==> src/rtl/gpio_pkg.sv <==
package gpio_pkg;
  localparam int unsigned ADDR_W = 2;

  typedef enum logic [ADDR_W-1:0] {
    SEL_PIN  = 2'd0,
    SEL_LAT  = 2'd1,
    SEL_DIR  = 2'd2,
    SEL_NONE = 2'd3
  } reg_sel_e;

  // True when a write at this offset lands in the output latch.
  function automatic logic hits_latch(input reg_sel_e sel);
    return (sel == SEL_PIN) || (sel == SEL_LAT);
  endfunction

  // True when a write at this offset lands in the direction register.
  function automatic logic hits_dir(input reg_sel_e sel);
    return sel == SEL_DIR;
  endfunction
endpackage

==> src/rtl/gpio_regs.sv <==
module gpio_regs
  import gpio_pkg::*;
#(
  parameter int unsigned WIDTH = 8
) (
  input  logic             clk,
  input  logic             rst_n,
  input  logic             wr,
  input  reg_sel_e         sel,
  input  logic [WIDTH-1:0] wdata,
  input  logic [WIDTH-1:0] avail,
  output logic [WIDTH-1:0] lat_o,
  output logic [WIDTH-1:0] dir_o,
  output logic             lat_wr,
  output logic             dir_wr
);
  logic [WIDTH-1:0] lat_q;
  logic [WIDTH-1:0] dir_q;

  // Unavailable bits are forced to zero on every edge, written or not.
  function automatic logic [WIDTH-1:0] keep_avail(input logic [WIDTH-1:0] v,
                                                  input logic [WIDTH-1:0] m);
    return v & m;
  endfunction

  assign lat_wr = wr && hits_latch(sel);
  assign dir_wr = wr && hits_dir(sel);

  always_ff @(posedge clk or negedge rst_n) begin
    if (!rst_n) begin
      lat_q <= '0;
      dir_q <= '1;
    end else begin
      lat_q <= keep_avail(lat_wr ? wdata : lat_q, avail);
      dir_q <= keep_avail(dir_wr ? wdata : dir_q, avail);
    end
  end

  // The reset value of dir_q is all ones, so the view is masked as well.
  assign lat_o = keep_avail(lat_q, avail);
  assign dir_o = keep_avail(dir_q, avail);


  lat_load_chk: assert property (@(posedge clk) disable iff (!rst_n)
    lat_wr |=> lat_q == ($past(wdata) & $past(avail)));


  dir_load_chk: assert property (@(posedge clk) disable iff (!rst_n)
    dir_wr |=> dir_q == ($past(wdata) & $past(avail)));


  lat_norise_chk: assert property (@(posedge clk) disable iff (!rst_n)
    !lat_wr |=> (lat_q & ~$past(lat_q)) == '0);


  unavail_clear_chk: assert property (@(posedge clk) disable iff (!rst_n)
    1'b1 |=> ((lat_q | dir_q) & ~$past(avail)) == '0);
endmodule

==> src/rtl/gpio_insync.sv <==
module gpio_insync #(
  parameter int unsigned WIDTH  = 8,
  parameter int unsigned STAGES = 2
) (
  input  logic             clk,
  input  logic             rst_n,
  input  logic [WIDTH-1:0] pin_in,
  output logic [WIDTH-1:0] sync_o
);
  logic [WIDTH-1:0] stage_q [STAGES];

  always_ff @(posedge clk or negedge rst_n) begin
    if (!rst_n) begin
      for (int s = 0; s < STAGES; s++) stage_q[s] <= '0;
    end else begin
      stage_q[0] <= pin_in;
      for (int s = 1; s < STAGES; s++) stage_q[s] <= stage_q[s-1];
    end
  end

  assign sync_o = stage_q[STAGES-1];

  generate
    if (STAGES == 2) begin : g_lat2

      sync_latency_chk: assert property (@(posedge clk) disable iff (!rst_n)
        1'b1 |-> ##2 (sync_o == $past(pin_in, 2)));
    end
  endgenerate
endmodule

==> src/rtl/gpio_drive.sv <==
module gpio_drive #(
  parameter int unsigned WIDTH     = 8,
  parameter int unsigned OVR_A_BIT = 4,
  parameter int unsigned OVR_B_BIT = 5
) (
  input  logic [WIDTH-1:0] lat,
  input  logic [WIDTH-1:0] dir,
  input  logic [WIDTH-1:0] avail,
  input  logic             ovr_a_en,
  input  logic             ovr_a_val,
  input  logic             ovr_b_en,
  input  logic             ovr_b_val,
  output logic [WIDTH-1:0] pin_out,
  output logic [WIDTH-1:0] pin_oe
);
  // Output value of one bit: an enabled override wins over the latch.
  function automatic logic pick(input logic en, input logic val, input logic l);
    return en ? val : l;
  endfunction

  generate
    for (genvar b = 0; b < WIDTH; b++) begin : g_bit
      assign pin_oe[b] = ~dir[b] & avail[b];
      if (b == OVR_A_BIT) begin : g_ova
        assign pin_out[b] = pick(ovr_a_en, ovr_a_val, lat[b]);
      end else if (b == OVR_B_BIT) begin : g_ovb
        assign pin_out[b] = pick(ovr_b_en, ovr_b_val, lat[b]);
      end else begin : g_plain
        assign pin_out[b] = lat[b];
      end
    end
  endgenerate
endmodule

==> src/rtl/gpio_port.sv <==
module gpio_port
  import gpio_pkg::*;
#(
  parameter int unsigned WIDTH       = 8,
  parameter int unsigned SYNC_STAGES = 2,
  parameter int unsigned OVR_A_BIT   = 4,
  parameter int unsigned OVR_B_BIT   = 5
) (
  input  logic             clk,
  input  logic             rst_n,
  input  logic [1:0]       bus_addr,
  input  logic             bus_wr,
  input  logic [WIDTH-1:0] bus_wdata,
  output logic [WIDTH-1:0] bus_rdata,
  output logic [WIDTH-1:0] pin_out,
  output logic [WIDTH-1:0] pin_oe,
  input  logic [WIDTH-1:0] pin_in,
  input  logic [WIDTH-1:0] ana_sel,
  input  logic [WIDTH-1:0] pin_avail,
  input  logic             ovr_a_en,
  input  logic             ovr_a_val,
  input  logic             ovr_b_en,
  input  logic             ovr_b_val
);
  reg_sel_e         sel;
  logic [WIDTH-1:0] lat_v, dir_v, sync_v, pin_view;
  logic             lat_wr, dir_wr;
  logic [WIDTH-1:0] rdata_q;

  assign sel = reg_sel_e'(bus_addr);

  gpio_regs #(.WIDTH(WIDTH)) u_regs (
    .clk(clk), .rst_n(rst_n), .wr(bus_wr), .sel(sel), .wdata(bus_wdata),
    .avail(pin_avail), .lat_o(lat_v), .dir_o(dir_v),
    .lat_wr(lat_wr), .dir_wr(dir_wr)
  );

  gpio_insync #(.WIDTH(WIDTH), .STAGES(SYNC_STAGES)) u_sync (
    .clk(clk), .rst_n(rst_n), .pin_in(pin_in), .sync_o(sync_v)
  );

  gpio_drive #(.WIDTH(WIDTH), .OVR_A_BIT(OVR_A_BIT), .OVR_B_BIT(OVR_B_BIT)) u_drive (
    .lat(lat_v), .dir(dir_v), .avail(pin_avail),
    .ovr_a_en(ovr_a_en), .ovr_a_val(ovr_a_val),
    .ovr_b_en(ovr_b_en), .ovr_b_val(ovr_b_val),
    .pin_out(pin_out), .pin_oe(pin_oe)
  );

  // Digital readback of the pads: analog-selected or unavailable bits read 0.
  function automatic logic [WIDTH-1:0] gate_pins(input logic [WIDTH-1:0] s,
                                                 input logic [WIDTH-1:0] ana,
                                                 input logic [WIDTH-1:0] av);
    return s & ~ana & av;
  endfunction

  function automatic logic [WIDTH-1:0] read_mux(input reg_sel_e s,
                                                input logic [WIDTH-1:0] p,
                                                input logic [WIDTH-1:0] l,
                                                input logic [WIDTH-1:0] d);
    case (s)
      SEL_PIN: return p;
      SEL_LAT: return l;
      SEL_DIR: return d;
      default: return '0;
    endcase
  endfunction

  assign pin_view = gate_pins(sync_v, ana_sel, pin_avail);

  always_ff @(posedge clk or negedge rst_n) begin
    if (!rst_n) rdata_q <= '0;
    else        rdata_q <= read_mux(sel, pin_view, lat_v, dir_v);
  end

  assign bus_rdata = rdata_q;


  ana_read_zero_chk: assert property (@(posedge clk) disable iff (!rst_n)
    (sel == SEL_PIN) |=> (bus_rdata & $past(ana_sel)) == '0);


  unmapped_read_chk: assert property (@(posedge clk) disable iff (!rst_n)
    (sel == SEL_NONE) |=> bus_rdata == '0);


  unavail_read_chk: assert property (@(posedge clk) disable iff (!rst_n)
    1'b1 |=> (bus_rdata & ~$past(pin_avail)) == '0);


  ovr_a_chk: assert property (@(posedge clk) disable iff (!rst_n)
    ovr_a_en |-> pin_out[OVR_A_BIT] == ovr_a_val);


  ovr_b_chk: assert property (@(posedge clk) disable iff (!rst_n)
    ovr_b_en |-> pin_out[OVR_B_BIT] == ovr_b_val);


  oe_unavail_chk: assert property (@(posedge clk) disable iff (!rst_n)
    (pin_oe & ~pin_avail) == '0);
endmodule

==> config.mk <==
export PLATFORM = sky130hd
export DESIGN_NAME = gpio_port
export DESIGN_NICKNAME = d
export VERILOG_FILES = /design/src/rtl/gpio_pkg.sv /design/src/rtl/gpio_regs.sv /design/src/rtl/gpio_insync.sv /design/src/rtl/gpio_drive.sv /design/src/rtl/gpio_port.sv
export SDC_FILE = /design/constraint.sdc
export NUM_CORES = 1
export LEC_CHECK = 0
export BUFFER_PORTS_ARGS = -buffer_cell sky130_fd_sc_hd__buf_4
export CAP_MARGIN = 0
export CORE_MARGIN = 8
export CORE_UTILIZATION = 33
export DETAILED_ROUTE_END_ITERATION = 7
export PLACE_DENSITY = 0.59
export SYNTH_ARGS = -nofsm -noshare
export SYNTH_HDL_FRONTEND = slang
export SYNTH_SLANG_ARGS = --single-unit
==> constraint.sdc <==
create_clock -name clk -period 1.2 [get_ports clk]
set_input_delay 0.18 -clock clk [delete_from_list [all_inputs] [get_ports clk]]
set_output_delay 0.18 -clock clk [all_outputs]
set_load 0.1 [all_outputs]
Word-level counts from Yosys, hierarchy flattened
Index checks and enable logic that the tools add are counted.
Storage, ports and cells
  register bits: 40
  bits of input ports: 41
  output and inout bits: 24
  logic and storage cells: 39
Cells by class
  equality and inequality tests: 2
  mux-type cells: 5
  bitwise operators: 23
  reduce and logical (&&, ||, !) cells: 4
Operators by type and width (count)
  AND 8 bit: 6
  case mux 8 bit (3 select lines): 1
  2-to-1 mux 8 bit: 2
  AND 1 bit: 8
  NOT 1 bit: 8
  NOT 8 bit: 1
  equality test 2 x 1 -> 1 bit, second input constant: 1
  equality test 2 bit, second input constant: 1
  logical AND 1 bit: 2
  logical NOT 2 bit: 1
  2-to-1 mux 1 bit: 2
  logical OR 1 bit: 1

Depth between registers and ports, before layout
  depth in word-level cells: 5
  depth in mapped cells: 5
  gate-level depth less buffers: 3

Cells and area by module
A second synthesis with hierarchy kept.
Unflattened totals
  cells, all modules: 161
  area, all modules: 1806.7 um^2
Modules (own cells, without submodules)
  gpio_regs: instances 1, cells an instance 86, area each 769.5 um^2, seq. area each 410.4 um^2
  gpio_insync: instances 1, cells an instance 24, area each 460.4 um^2, seq. area each 400.4 um^2
  gpio_port: instances 1, cells an instance 35, area each 451.7 um^2, seq. area each 200.2 um^2
  gpio_drive: instances 1, cells an instance 16, area each 125.1 um^2, seq. area each 0.0 um^2

Worst setup path after synthesis
Ideal clock, no wire load.
  kind: flip-flop to output port
  from: reg u_regs.lat_q[4]
  to: out pin_out[4]
  arrival: 2492 ps
  data required time: 1020 ps
  slack: -1472 ps
  stages on the path, launching flop included: 3
  buffers on the path: 0
  cells stage by stage: dfrtp_1 nand2_1 o21ai_0
Between the ends
  word-level cells in the longest chain between the ends: 2
Ends and longest elaborated chain
  start: declaration: RTL line gpio_regs.sv:17  | logic [WIDTH-1:0] lat_q;
  start signal: assignment: RTL line gpio_regs.sv:34  | lat_q <= keep_avail(lat_wr ? wdata : lat_q, avail);
  AND 8 bit: RTL line gpio_regs.sv:23  | return v & m;
  2-to-1 mux 1 bit: RTL line gpio_drive.sv:18  | return en ? val : l;
  end: declaration: RTL line gpio_port.sv:15  | output logic [WIDTH-1:0] pin_out,
Every way passes these cells.

Worst setup path after layout
  from: reg u_regs.lat_q[5]
  to: out pin_out[5]
The elaborated chain is that of the path after synthesis.

==> results_dict.tcl <==
set metrics [dict create \
    status "complete, but fails checks" \
    violated_checks "negative setup slack" \
    cp_cell_sequence "nand2_2 -> o21ai_4 -> buf_12" \
    worstPathBufferInverterCount 1 \
    number_of_antenna_diodes 0 \
    global_route_wire_length_before_repair_mm 6.96 \
    maxCapViolations 0 \
    net_sw_power_mw 0.985 \
    initial_core_utilization_pct 33.9 \
    timing.final.setup_violations 10 \
    timing.final.crit_share_pct 106 \
    finalNetCount 290 \
    critical-path-top-delay-family "flip-flops" \
    power.static_leakage_nw 1.35 \
    port_buffers 64 \
    length_in_cells_of_the_worst_reg_to_reg_path 4 \
    drt-pass1-iter-count 4 \
    die_x_um 88.3 \
    power-per-cell-area_mw_per_mm2 1120 \
    nFillCells 452 \
    internal_portion_of_total_power_mw 2.17 \
    power.sequential.fraction_pct 45.8 \
    crit_path_start_kind "flop" \
    finalClockSkew_ns 0.00495 \
    die-area_mm2 0.00779 \
    most_used_cells_in_the_layout_excluding_fill_and_tap_cells "67 x sky130_fd_sc_hd__buf_4, 32 x sky130_fd_sc_hd__dfrtp_1, 16 x sky130_fd_sc_hd__buf_12" \
    multi_input_comb_area_um2 709 \
    rsz0062_at_grt "true" \
    cp_slowest_stage_delay_ns 0.38 \
    r2r-end "bus_rdata[1]" \
    gp_routability_congestion 0.678 \
    synth-seq-cells 40 \
    cts_tree "yes" \
    timing.final.ws_setup_ns -0.0678 \
    remaining_drc_errors 0 \
    pin_count_of_the_biggest_net_entering_global_routing 41 \
    synth_sequential_area_ratio_pct 58.7 \
    cp_data_arrival_time_ns 1.09 \
    syn_avg_cell_area_um2 11.0 \
    syn_area_mm2 0.00172 \
    clock_sinks 40 \
    setup_tns_ns -0.404 \
    antenna_found_initial 0 \
    ys.warnings.count 0 \
    final_period_minus_worst_setup_slack_ns 1.27 \
    drt-total-wl_mm 4.29 \
    finalHoldViolCount 0 \
    post_synth_cell_types 18 \
    hpwl_mm 3.06 \
    first_global_vias 1467 \
    pre_cts_slack_ns 0.156 \
    drt-initial-drc-count 43 \
    power_switching_share_pct 31.2 \
    crit_type "reg -> out" \
    syn_nets 198 \
    pwr-share-comb_pct 27.0 \
    io_pins 65 \
    max_freq_mhz 789 \
    critical_path_required_ns 1.02 \
    syn_inst 157 \
    power.clock.fraction_pct 27.2 \
    drv_slew 0 \
    worst-slew-pin-transition_ns 0.489 \
    yosys.area.top_type_share_pct 46.5 \
    clockBufferDepth 2 \
    layout_commonest_cell "sky130_fd_sc_hd__buf_4" \
    synthDominantAreaCellType "sky130_fd_sc_hd__dfrtp_1" \
    synth_to_layout_area_growth_pct 64.4 \
    number_of_buffers_created_by_cts 5 \
    post_route_cells_drive_above_1_share_pct 46.8 \
    timing.max_slew.rel_slack_pct 67.4 \
    worst_hold_path_type "in -> reg" \
    route.antenna.remaining_nets 0 \
    avgRoutedWirePerCell_um 13.4 \
    main_area_contributors_after_synthesis "sky130_fd_sc_hd__dfrtp_1 46%, sky130_fd_sc_hd__dfstp_2 12%, sky130_fd_sc_hd__nor2b_1 5.8%, sky130_fd_sc_hd__mux2i_1 4.6%, sky130_fd_sc_hd__o21ai_0 4.6%" \
    worst_hold_slack_ns 0.105 \
    ctsHtreeMaxLevel 2 \
    timing.critical_path.to_type "primary output" \
    rr_startpoint "u_regs.dir_q[1]" \
    core_region_mm2 0.00507 \
    floorplan.rows 26 \
    worst-path-stages 3 \
    grt-ovfl-total 0 \
    vdd.ir_drop.worst_mv 0.845 \
    seqCellArea_mm2 0.00101 \
    r2r_setup_slack_ns 0.16 \
    clk_latency_ns 0.29 \
    crit_path_end "pin_out[5]" \
    via_density 4.33 \
    crit_start "u_regs.lat_q[5]" \
    die-height_um 88.3 \
    detailroute.via_count 1385 \
    grt_usage_pct 11.8 \
    clk_root_buffer_cell "sky130_fd_sc_hd__clkbuf_8" \
    total_power_mw 3.16 \
    cell_with_the_largest_stage_delay_on_the_worst_path "sky130_fd_sc_hd__dfrtp_1" \
    clk_transition_reported_paths_ns 0.08 \
    critPathMaxFanout 3 \
]
## synthesized netlist by cell type
cell type / n
sky130_fd_sc_hd__a21oi_1: 8
sky130_fd_sc_hd__and2_1: 6
sky130_fd_sc_hd__and3_1: 8
sky130_fd_sc_hd__buf_12: 1
sky130_fd_sc_hd__buf_6: 4
sky130_fd_sc_hd__clkbuf_2: 2
sky130_fd_sc_hd__dfrtp_1: 32
sky130_fd_sc_hd__dfstp_2: 8
sky130_fd_sc_hd__inv_1: 8
sky130_fd_sc_hd__mux2i_1: 8
sky130_fd_sc_hd__nand2_1: 12
sky130_fd_sc_hd__nand2b_1: 8
sky130_fd_sc_hd__nand3_1: 8
sky130_fd_sc_hd__nand3b_4: 1
sky130_fd_sc_hd__nor2b_1: 16
sky130_fd_sc_hd__nor2b_4: 1
sky130_fd_sc_hd__o21ai_0: 16
sky130_fd_sc_hd__o21ai_1: 10
## power groups by stage
stage	combinational, mW	sequential (mW)	clock [mW]
after global routing	0.904	1.45	0.960
after detailed placement	0.710	1.48	0
after CTS	0.853	1.45	0.893
after floorplan	0.382	1.57	0
final	0.853	1.45	0.860
after global placement	0.706	1.47	0
## worst min-delay path by stage
stage	start	to	slack, ns	depth (start not counted)
floorplan	rst_n	bus_rdata[0]	-0.12	0
global placement	rst_n	u_regs.lat_q[1]	0.18	1
detailed placement	rst_n	u_regs.lat_q[1]	0.18	1
CTS	bus_wdata[2]	u_regs.dir_q[2]	0.09	3
global route	bus_wdata[7]	u_regs.dir_q[7]	0.09	3
finish	bus_wdata[2]	u_regs.dir_q[2]	0.10	3
## what timing repair did
action,in CTS,in global routing
setup endpoints to repair,16,15
setup buffers,12,4
hold buffers,9,0
hold endpoints to repair,40,0
pin swaps,3,2
resized for setup,56,0
## cell type report
cell class | count | share of cell area, %
flip-flops and latches | 40 | 35.7
inverters | 8 | 1.06
well taps | 70 | 3.09
clock inverters | 1 | 0.177
clock buffers | 7 | 2.69
repair buffers | 92 | 32.2
multi-input cells | 102 | 25.0
## cell families (layout without fill, tap and decap cells)
group / count (synthesis) / after routing / share of synthesized area [%]
multiplexers: 8 / 8 / 4.65
buffers and inverters: 15 / 108 / 6.10
AND/OR/NAND/NOR: 60 / 60 / 20.7
AO/OA/AOI/OAI: 34 / 34 / 9.88
flip-flops: 40 / 40 / 58.7
## per-stage QoR
| step | util (%) | instances | cell area (um^2) |
|---|---|---|---|
| global placement | 45.9 | 287 | 2330 |
| detailed placement | 45.9 | 287 | 2330 |
| global route | 55.8 | 320 | 2830 |
| CTS | 55.2 | 316 | 2800 |
| finish | 55.8 | 320 | 2830 |
| floorplan | - | 157 | 1810 |
## per-layer routing
metal,vias to the layer above,wire [um],track usage (%)
met1,648,1730,13.3
met5,-,0,0
met4,0,57,4.15
met3,6,293,5.01
met2,33,2210,19.6
li1,698,-,-
## worst register-to-register path: stages, from the launching register on
cell	delay, ns
sky130_fd_sc_hd__dfstp_2	0.56
sky130_fd_sc_hd__buf_4	0.12
sky130_fd_sc_hd__a21oi_1	0.05
sky130_fd_sc_hd__o21ai_0	0.07
sky130_fd_sc_hd__and3_1	0.19
## registers in the layout (all words and copies together) (netlist names)
| register | flops |
|---|---|
| u_regs.lat_q | 8 |
| u_regs.dir_q | 8 |
| u_sync.stage_q | 8 |
| u_sync.sync_o | 8 |
| bus_rdata | 8 |
Power figures use the tool's default switching activity.
